$ cat config.mk
export PLATFORM = sky130hd
export DESIGN_NAME = bcast_sched
export DESIGN_NICKNAME = d
export VERILOG_FILES = /design/src/rtl/bcast_pkg.sv /design/src/rtl/bcast_sort.sv /design/src/rtl/bcast_pipe.sv /design/src/rtl/bcast_sched.sv
export SDC_FILE = /design/constraint.sdc
export NUM_CORES = 1
export LEC_CHECK = 0
export BUFFER_PORTS_ARGS = -buffer_cell sky130_fd_sc_hd__buf_4
export CORE_MARGIN = 5
export CORE_UTILIZATION = 51
export CTS_BUF_LIST = sky130_fd_sc_hd__clkbuf_4 sky130_fd_sc_hd__clkbuf_8 sky130_fd_sc_hd__clkbuf_16
export DETAILED_ROUTE_END_ITERATION = 12
export GPL_TIMING_DRIVEN = 0
export PLACE_DENSITY = 0.79
export RECOVER_POWER = 25
export SLEW_MARGIN = 20
export SYNTH_ARGS = -nofsm -noshare
export SYNTH_HDL_FRONTEND = slang
export SYNTH_SLANG_ARGS = --single-unit
$ cat constraint.sdc
create_clock -name clk_i -period 5.9 [get_ports clk_i]
set_input_delay 0.59 -clock clk_i [delete_from_list [all_inputs] [get_ports clk_i]]
set_output_delay 0.59 -clock clk_i [all_outputs]
set_load 0.03 [all_outputs]
$ cat src/rtl/bcast_pkg.sv
package bcast_pkg;
  localparam int NODES  = 4;
  localparam int NODE_W = 2;
  localparam int NDST   = NODES - 1;

  typedef logic [NODE_W-1:0] node_t;

  typedef enum logic [1:0] {
    ST_IDLE,
    ST_SORT,
    ST_RUN
  } state_e;
endpackage

$ cat src/rtl/bcast_sort.sv
module bcast_sort
  import bcast_pkg::*;
#(
  parameter int CNT_W = 8
) (
  input  logic [NODES*CNT_W-1:0] cnt_i,
  input  node_t                  src_i,
  output node_t [NODES-1:0]      ord_o
);
  // key = {is_source, backlog, index}: unique, so the network needs no stability
  localparam int KW = 1 + CNT_W + NODE_W;
  typedef logic [KW-1:0] key_t;

  function automatic key_t kmin(key_t a, key_t b);
    return (a < b) ? a : b;
  endfunction

  function automatic key_t kmax(key_t a, key_t b);
    return (a < b) ? b : a;
  endfunction

  key_t l0 [NODES];
  key_t l1 [NODES];
  key_t l2 [NODES];
  key_t l3 [NODES];

  always_comb begin
    for (int n = 0; n < NODES; n++)
      l0[n] = {node_t'(n) == src_i, cnt_i[n*CNT_W +: CNT_W], node_t'(n)};
    l1[0] = kmin(l0[0], l0[1]);
    l1[1] = kmax(l0[0], l0[1]);
    l1[2] = kmin(l0[2], l0[3]);
    l1[3] = kmax(l0[2], l0[3]);
    l2[0] = kmin(l1[0], l1[2]);
    l2[2] = kmax(l1[0], l1[2]);
    l2[1] = kmin(l1[1], l1[3]);
    l2[3] = kmax(l1[1], l1[3]);
    l3[0] = l2[0];
    l3[1] = kmin(l2[1], l2[2]);
    l3[2] = kmax(l2[1], l2[2]);
    l3[3] = l2[3];
    for (int n = 0; n < NODES; n++)
      ord_o[n] = l3[n][NODE_W-1:0];
  end
endmodule

$ cat src/rtl/bcast_pipe.sv
module bcast_pipe
  import bcast_pkg::*;
#(
  parameter int DATA_W = 16
) (
  input  logic                    clk_i,
  input  logic                    rst_ni,
  input  node_t [NDST-1:0]        dest_i,
  input  logic [NODES-1:0]        free_i,
  input  logic                    push_i,
  input  logic [DATA_W-1:0]       data_i,
  output logic                    fire_o,
  output logic [NDST-1:0]         occ_o,
  output logic [NODES-1:0]        node_valid_o,
  output logic [NODES*DATA_W-1:0] node_data_o
);
  logic [NDST-1:0]   v_q;
  logic [NDST-1:0]   ok;
  logic [DATA_W-1:0] d_q [NDST];

  genvar s;
  generate
    for (s = 0; s < NDST; s++) begin : g_stage
      assign ok[s] = !v_q[s] || free_i[dest_i[s]];
      if (s == 0) begin : g_head
        always_ff @(posedge clk_i or negedge rst_ni) begin
          if (!rst_ni) begin
            v_q[s] <= 1'b0;
            d_q[s] <= '0;
          end else if (fire_o) begin
            v_q[s] <= push_i;
            d_q[s] <= data_i;
          end
        end
      end else begin : g_body
        always_ff @(posedge clk_i or negedge rst_ni) begin
          if (!rst_ni) begin
            v_q[s] <= 1'b0;
            d_q[s] <= '0;
          end else if (fire_o) begin
            v_q[s] <= v_q[s-1];
            d_q[s] <= d_q[s-1];
          end
        end
      end

      a_r6_hold_on_wait: assert property (@(posedge clk_i) disable iff (!rst_ni)
        (v_q[s] && !free_i[dest_i[s]]) |=> $stable(v_q))
        else $error("pipeline moved while a stage waited");
    end
  endgenerate

  assign fire_o = &ok;
  assign occ_o  = v_q;

  always_comb begin
    node_valid_o = '0;
    node_data_o  = '0;
    for (int n = 0; n < NODES; n++)
      for (int k = 0; k < NDST; k++)
        if (v_q[k] && dest_i[k] == node_t'(n)) begin
          node_valid_o[n]                  = fire_o;
          node_data_o[n*DATA_W +: DATA_W]  = d_q[k];
        end
  end

  a_r9_push_only_on_advance: assert property (@(posedge clk_i) disable iff (!rst_ni)
    push_i |-> fire_o)
    else $error("word pushed into a held pipeline");
endmodule

$ cat src/rtl/bcast_sched.sv
module bcast_sched
  import bcast_pkg::*;
#(
  parameter int DATA_W = 16,
  parameter int CNT_W  = 8,
  parameter int LEN_W  = 8
) (
  input  logic                    clk_i,
  input  logic                    rst_ni,
  input  logic                    req_i,
  input  logic [NODE_W-1:0]       src_i,
  input  logic [LEN_W-1:0]        len_i,
  output logic                    ack_o,
  input  logic [NODES*CNT_W-1:0]  backlog_i,
  input  logic                    din_valid_i,
  input  logic [DATA_W-1:0]       din_data_i,
  output logic                    din_ready_o,
  output logic [NODES-1:0]        node_valid_o,
  output logic [NODES*DATA_W-1:0] node_data_o,
  output logic                    done_o
);
  state_e               state_q;
  logic [NODES*CNT_W-1:0] snap_q;
  node_t                src_q;
  logic [LEN_W-1:0]     len_q, in_cnt_q;
  node_t [NODES-1:0]    ord_d, ord_q;
  logic                 done_q;
  logic [NODES-1:0]     free;
  logic                 running, fire, more, take, last;
  logic [NDST-1:0]      occ;

  genvar n;
  generate
    for (n = 0; n < NODES; n++) begin : g_free
      assign free[n] = backlog_i[n*CNT_W +: CNT_W] == '0;
      a_r6_busy_node_silent: assert property (@(posedge clk_i) disable iff (!rst_ni)
        node_valid_o[n] |-> backlog_i[n*CNT_W +: CNT_W] == '0)
        else $error("word delivered to busy node");
    end
  endgenerate

  bcast_sort #(.CNT_W(CNT_W)) u_sort (
    .cnt_i (snap_q),
    .src_i (src_q),
    .ord_o (ord_d)
  );

  assign running = state_q == ST_RUN;
  assign more    = in_cnt_q != len_q;
  assign take    = running && more && din_valid_i && fire;
  // final advance: nothing left to take and only the last slot may still hold a word
  assign last    = running && fire && !more && !(|occ[NDST-2:0]);

  bcast_pipe #(.DATA_W(DATA_W)) u_pipe (
    .clk_i        (clk_i),
    .rst_ni       (rst_ni),
    .dest_i       (ord_q[NDST-1:0]),
    .free_i       (free),
    .push_i       (take),
    .data_i       (din_data_i),
    .fire_o       (fire),
    .occ_o        (occ),
    .node_valid_o (node_valid_o),
    .node_data_o  (node_data_o)
  );

  assign ack_o       = state_q == ST_IDLE && req_i;
  assign din_ready_o = running && more && fire;
  assign done_o      = done_q;

  always_ff @(posedge clk_i or negedge rst_ni) begin
    if (!rst_ni) begin
      state_q  <= ST_IDLE;
      snap_q   <= '0;
      src_q    <= '0;
      len_q    <= '0;
      in_cnt_q <= '0;
      ord_q    <= '0;
      done_q   <= 1'b0;
    end else begin
      done_q <= last;
      unique case (state_q)
        ST_IDLE: if (ack_o) begin
          snap_q   <= backlog_i;
          src_q    <= src_i;
          len_q    <= len_i;
          in_cnt_q <= '0;
          state_q  <= ST_SORT;
        end
        ST_SORT: begin
          ord_q   <= ord_d;
          state_q <= ST_RUN;
        end
        ST_RUN: begin
          if (take) in_cnt_q <= in_cnt_q + 1'b1;
          if (last) state_q <= ST_IDLE;
        end
        default: state_q <= ST_IDLE;
      endcase
    end
  end

  genvar s;
  generate
    for (s = 0; s + 1 < NDST; s++) begin : g_ord_chk
      a_r4_order_ascending: assert property (@(posedge clk_i) disable iff (!rst_ni)
        running |-> {snap_q[ord_q[s]*CNT_W +: CNT_W], ord_q[s]}
                  < {snap_q[ord_q[s+1]*CNT_W +: CNT_W], ord_q[s+1]})
        else $error("destination order not ascending");
    end
  endgenerate

  a_r5_source_last: assert property (@(posedge clk_i) disable iff (!rst_ni)
    running |-> ord_q[NODES-1] == src_q)
    else $error("source placed among destinations");
  a_r5_source_silent: assert property (@(posedge clk_i) disable iff (!rst_ni)
    state_q != ST_IDLE |-> !node_valid_o[src_q])
    else $error("source node served");
  a_r3_single_ack: assert property (@(posedge clk_i) disable iff (!rst_ni)
    ack_o |=> !ack_o)
    else $error("back-to-back ack");
  a_r8_no_early_data1: assert property (@(posedge clk_i) disable iff (!rst_ni)
    $past(ack_o) |-> node_valid_o == '0)
    else $error("delivery one cycle after ack");
  a_r8_no_early_data2: assert property (@(posedge clk_i) disable iff (!rst_ni)
    $past(ack_o, 2) |-> node_valid_o == '0)
    else $error("delivery two cycles after ack");
  a_r10_done_pulse: assert property (@(posedge clk_i) disable iff (!rst_ni)
    done_o |=> !done_o)
    else $error("done longer than one cycle");
  a_r10_done_quiet: assert property (@(posedge clk_i) disable iff (!rst_ni)
    done_o |-> node_valid_o == '0)
    else $error("delivery in done cycle");
  a_r9_count_bound: assert property (@(posedge clk_i) disable iff (!rst_ni)
    running |-> in_cnt_q <= len_q)
    else $error("more words taken than requested");
endmodule

==> insert_results.sql <==
INSERT INTO impl_metrics (metric_group, metric, value, unit) VALUES
('yosys', 'synth_top_family_by_area', 'compound AO/OA/AOI/OAI gates', ''),
('cts', 'cts.root.buffer_cell', 'sky130_fd_sc_hd__clkbuf_16', ''),
('detailed_routing', 'avgRoutedWirePerCell', '19.2', 'µm'),
('sta', 'postLayoutSetupSlackWorst', '273', 'ps'),
('setup_path', 'setup.worst_path.class', 'reg -> reg', ''),
('die', 'design.die.area', '16900', 'µm²'),
('yosys', 'ys_top_cells_by_area', 'sky130_fd_sc_hd__dfrtp_1, sky130_fd_sc_hd__mux2_2, sky130_fd_sc_hd__o21ai_0', ''),
('yosys', 'post_synth_mux_area_share', '14.8', '%'),
('min_path', 'class_of_the_tightest_hold_or_removal_check', 'in -> reg', ''),
('yosys', 'synth.most_common_cell', 'sky130_fd_sc_hd__nand2_1', ''),
('cts', 'cts_htree_levels', '3', ''),
('sta', 'final.min_clock_period', '5630', 'ps'),
('detailed_routing', 'detail_route.drc_violations', '0', ''),
('detailed_routing', 'postRouteAntennaNets', '0', ''),
('sta', 'timing.max_slew.rel_slack', '-130', '%'),
('run_status', 'status', 'finished, violations left', ''),
('layout', 'finish.utilization', '64.7', '%'),
('grt', 'grt_overflow', '0', ''),
('yosys', 'synth-warning-count', '0', ''),
('yosys', 'synthCells', '807', ''),
('cts', 'cts_tree', 'yes', ''),
('detailed_routing', 'detailedRoute.firstPassIterationCount', '6', ''),
('sta', 'timing.final.crit_share', '95.4', '%'),
('yosys', 'post_synth.cell_area_avg', '9.12', 'µm²'),
('sta', 'max_freq', '178', 'MHz'),
('setup_path', 'crit_path_start_kind', 'register', ''),
('cts', 'clkLatencyLatePin', '350', 'ps'),
('yosys', 'syn-cell-area', '7360', 'µm²'),
('layout', 'layout-area-overhead-vs-synth', '23.1', '%'),
('detailed_routing', 'postRouteWirelength', '21.9', 'mm'),
('die', 'die_height', '130', 'µm'),
('setup_path', 'critPathRequiredTime', '6150', 'ps'),
('setup_path', 'rr_startpoint', 'snap_q[4]', ''),
('yosys', 'synth-compound-area-share', '20.4', '%'),
('detailed_routing', 'route.detailed.vias_per_inst', '6.15', ''),
('yosys', 'synth.cells.most_frequent', 'sky130_fd_sc_hd__nand2_1, sky130_fd_sc_hd__dfrtp_1, sky130_fd_sc_hd__o21ai_0', ''),
('sta', 'report.final.setup_viol', '0', ''),
('yosys', 'synth_area_leader_cell', 'sky130_fd_sc_hd__dfrtp_1', ''),
('run_status', 'failed_checks', 'max-capacitance violations, max-slew violations', ''),
('layout', 'post_route_cells_drive_above_1_share', '27.2', '%'),
('sta', 'pin_slew_with_the_least_headroom_to_its_limit', '3460', 'ps'),
('yosys', 'synth_top_area_share', '37.4', '%'),
('die', 'die-width', '130', 'µm'),
('placed_design', 'detailedPlace.worstSlack', '-723', 'ps'),
('sta', 'final-hold-violation-count', '0', ''),
('setup_path', 'critPathMaxFanout', '10', ''),
('placed_design', 'place.gp.congestion', '0.912', ''),
('die', 'floorplan.initialDensity', '52.6', '%'),
('cts', 'clock_sink_count', '110', ''),
('setup_path', 'crit_start', 'snap_q[4]', ''),
('yosys', 'post_synth_num_cell_types', '53', ''),
('yosys', 'synthXorXnorAreaFrac', '1.55', '%'),
('yosys', 'async_set_or_reset_register_ratio_after_synthesis', '100', '%'),
('grt', 'initial_antenna_violation_count', '0', ''),
('setup_path', 'worst_setup_path_end_kind', 'register', ''),
('cts', 'cts.path.max_buffers', '2', ''),
('yosys', 'synth_simple_gate_area_share', '14.8', '%'),
('layout', 'antennaDiodeCount', '0', ''),
('grt', 'grt_util_all_layers', '25.6', '%'),
('cts', 'path_clk_slew', '70', 'ps'),
('sta', 'timing_max_transition_violations_final', '63', ''),
('layout', 'nets', '1060', ''),
('detailed_routing', 'violation_count_after_the_first_detailed_route_iteration', '987', ''),
('yosys', 'synth_enable_flop_cells', '0', ''),
('placed_design', 'place.port_buffers', '132', ''),
('setup_path', 'arrival', '5870', 'ps'),
('detailed_routing', 'vias', '7027', ''),
('die', 'placement_rows', '43', ''),
('yosys', 'synth-seq-cells', '110', ''),
('grt', 'grt_start_max_net_pins', '111', ''),
('sta', 'fin_worst_skew', '7.14', 'ps'),
('placed_design', 'place_hpwl', '16.1', 'mm'),
('min_path', 'hold_path_startpoint', 'backlog_i[26]', ''),
('yosys', 'synth-seq-area-share', '37.4', '%'),
('grt', 'first_pass_grt_wire_length', '34.1', 'mm'),
('die', 'io_pins', '133', ''),
('yosys', 'adder_cell_share_of_the_synthesized_area', '6.97', '%'),
('job', 'maxCapViolCount', '1', ''),
('die', 'core_region_area', '14000', 'µm²'),
('cts', 'clock_buffer_count_from_cts', '9', ''),
('grt', 'grt_pass1_vias', '6840', ''),
('yosys', 'synth-main-ff-cell', 'sky130_fd_sc_hd__dfrtp_1', '');
## metrics by stage
stage	area, µm²	hold slack [ps]	TNS [ps]	instances
final	9050	459	0	1142
after global routing	9050	459	-17.0	1142
after CTS	8980	417	0	1139
after detailed placement	8580	477	-1790	1120
after global placement	8580	480	-1480	1120
after floorplan	7360	294	0	808
## kinds of logic (layout without fill, tap and decap cells)
logic type | count (synthesis) | in the layout
AND/OR/NAND/NOR | 236 | 236
XOR/XNOR | 13 | 13
adder cells (fa/ha/maj) | 41 | 41
flip-flops | 110 | 110
multiplexers | 95 | 95
AO/OA/AOI/OAI | 240 | 240
buffers and inverters | 70 | 224
other | 2 | 3
## registers in the layout, summed over array words and instances, names as in the netlist
name / flops
src_q: 2
state_q: 2
ord_q: 6
u_pipe.occ_o: 3
len_q: 8
done_o: 1
in_cnt_q: 8
snap_q: 32
u_pipe.d_q: 48
## final cells by class
cell class              count  area, µm²
fillers                  1186       4930
multi-input cells         628       4380
flip-flops and latches    110       2750
repair buffers            138       1050
clock buffers              11        246
well taps                 180        225
plain buffers              47        211
clock inverters             5        104
inverters                  23       86.3
## critical path, cell delays in order (launching register included)
cell and delay (ps):
sky130_fd_sc_hd__dfrtp_1 430, sky130_fd_sc_hd__ha_1 350, sky130_fd_sc_hd__a211oi_2 230, sky130_fd_sc_hd__nand3_1 170, sky130_fd_sc_hd__a21oi_4 220, sky130_fd_sc_hd__buf_6 170
sky130_fd_sc_hd__mux2_2 380, sky130_fd_sc_hd__ha_1 320, sky130_fd_sc_hd__and2_1 170, sky130_fd_sc_hd__a221o_1 340, sky130_fd_sc_hd__a211o_1 330, sky130_fd_sc_hd__a31oi_4 180
sky130_fd_sc_hd__inv_2 110, sky130_fd_sc_hd__buf_2 200, sky130_fd_sc_hd__o21a_1 210, sky130_fd_sc_hd__ha_1 310, sky130_fd_sc_hd__a21o_1 190, sky130_fd_sc_hd__a21o_1 180
sky130_fd_sc_hd__a21oi_2 210, sky130_fd_sc_hd__nand3_2 120, sky130_fd_sc_hd__a211o_1 280, sky130_fd_sc_hd__o21a_1 200, sky130_fd_sc_hd__o311ai_2 220
## final timing paths
check,to,slack [ps],cells past startpoint
setup reg to reg,ord_q[5],270,22
hold / removal,snap_q[26],460,3
hold reg to reg,state_q[0],500,1
min in group asynchronous,u_pipe.d_q[39],1390,1
setup / recovery,ord_q[5],270,22
max in group asynchronous,snap_q[13],2550,1
## cell usage in the layout, fill, tap and decap left out, types with 3 or more instances in the layout
cell                        instances
sky130_fd_sc_hd__o21a_1            13
sky130_fd_sc_hd__nand3_1            6
sky130_fd_sc_hd__inv_1             22
sky130_fd_sc_hd__dfrtp_1          110
sky130_fd_sc_hd__o211ai_1           3
sky130_fd_sc_hd__bufinv_16          3
sky130_fd_sc_hd__and2_1             3
sky130_fd_sc_hd__mux2i_1           11
sky130_fd_sc_hd__nand2b_1           3
sky130_fd_sc_hd__nor3b_1            8
sky130_fd_sc_hd__clkbuf_16          9
sky130_fd_sc_hd__nand4_1           11
sky130_fd_sc_hd__a21oi_1           25
sky130_fd_sc_hd__mux4_2             3
sky130_fd_sc_hd__a22oi_1           66
sky130_fd_sc_hd__o21ai_0          106
sky130_fd_sc_hd__buf_4            142
sky130_fd_sc_hd__a211oi_1           3
sky130_fd_sc_hd__ha_1              41
sky130_fd_sc_hd__xor2_1            12
sky130_fd_sc_hd__a21o_1             3
sky130_fd_sc_hd__nand2_1          137
sky130_fd_sc_hd__mux2_2            81
sky130_fd_sc_hd__and3_1             6
sky130_fd_sc_hd__nor3_1             4
sky130_fd_sc_hd__nand3b_1           3
sky130_fd_sc_hd__nor2_1            28
sky130_fd_sc_hd__conb_1             3
sky130_fd_sc_hd__clkbuf_1          36
sky130_fd_sc_hd__nor4_1            13
## metal layers
layer,up-vias,track usage [%],wire [µm]
li1,3255,-,-
met1,3314,33.4,8720
met2,397,42.0,10300
met3,61,4.79,2130
met4,0,10.5,711
met5,-,0,0
## timing repair
action / CTS / global route
hold buffers: 0 / 0
setup endpoints to repair: 4 / 4
pin swaps: 3 / 2
setup buffers: 3 / 2
resized for setup: 8 / 11
Power is left out: the tool's default activity adds up to more than one toggle a clock period on the data nets, which glitch-free logic cannot reach.
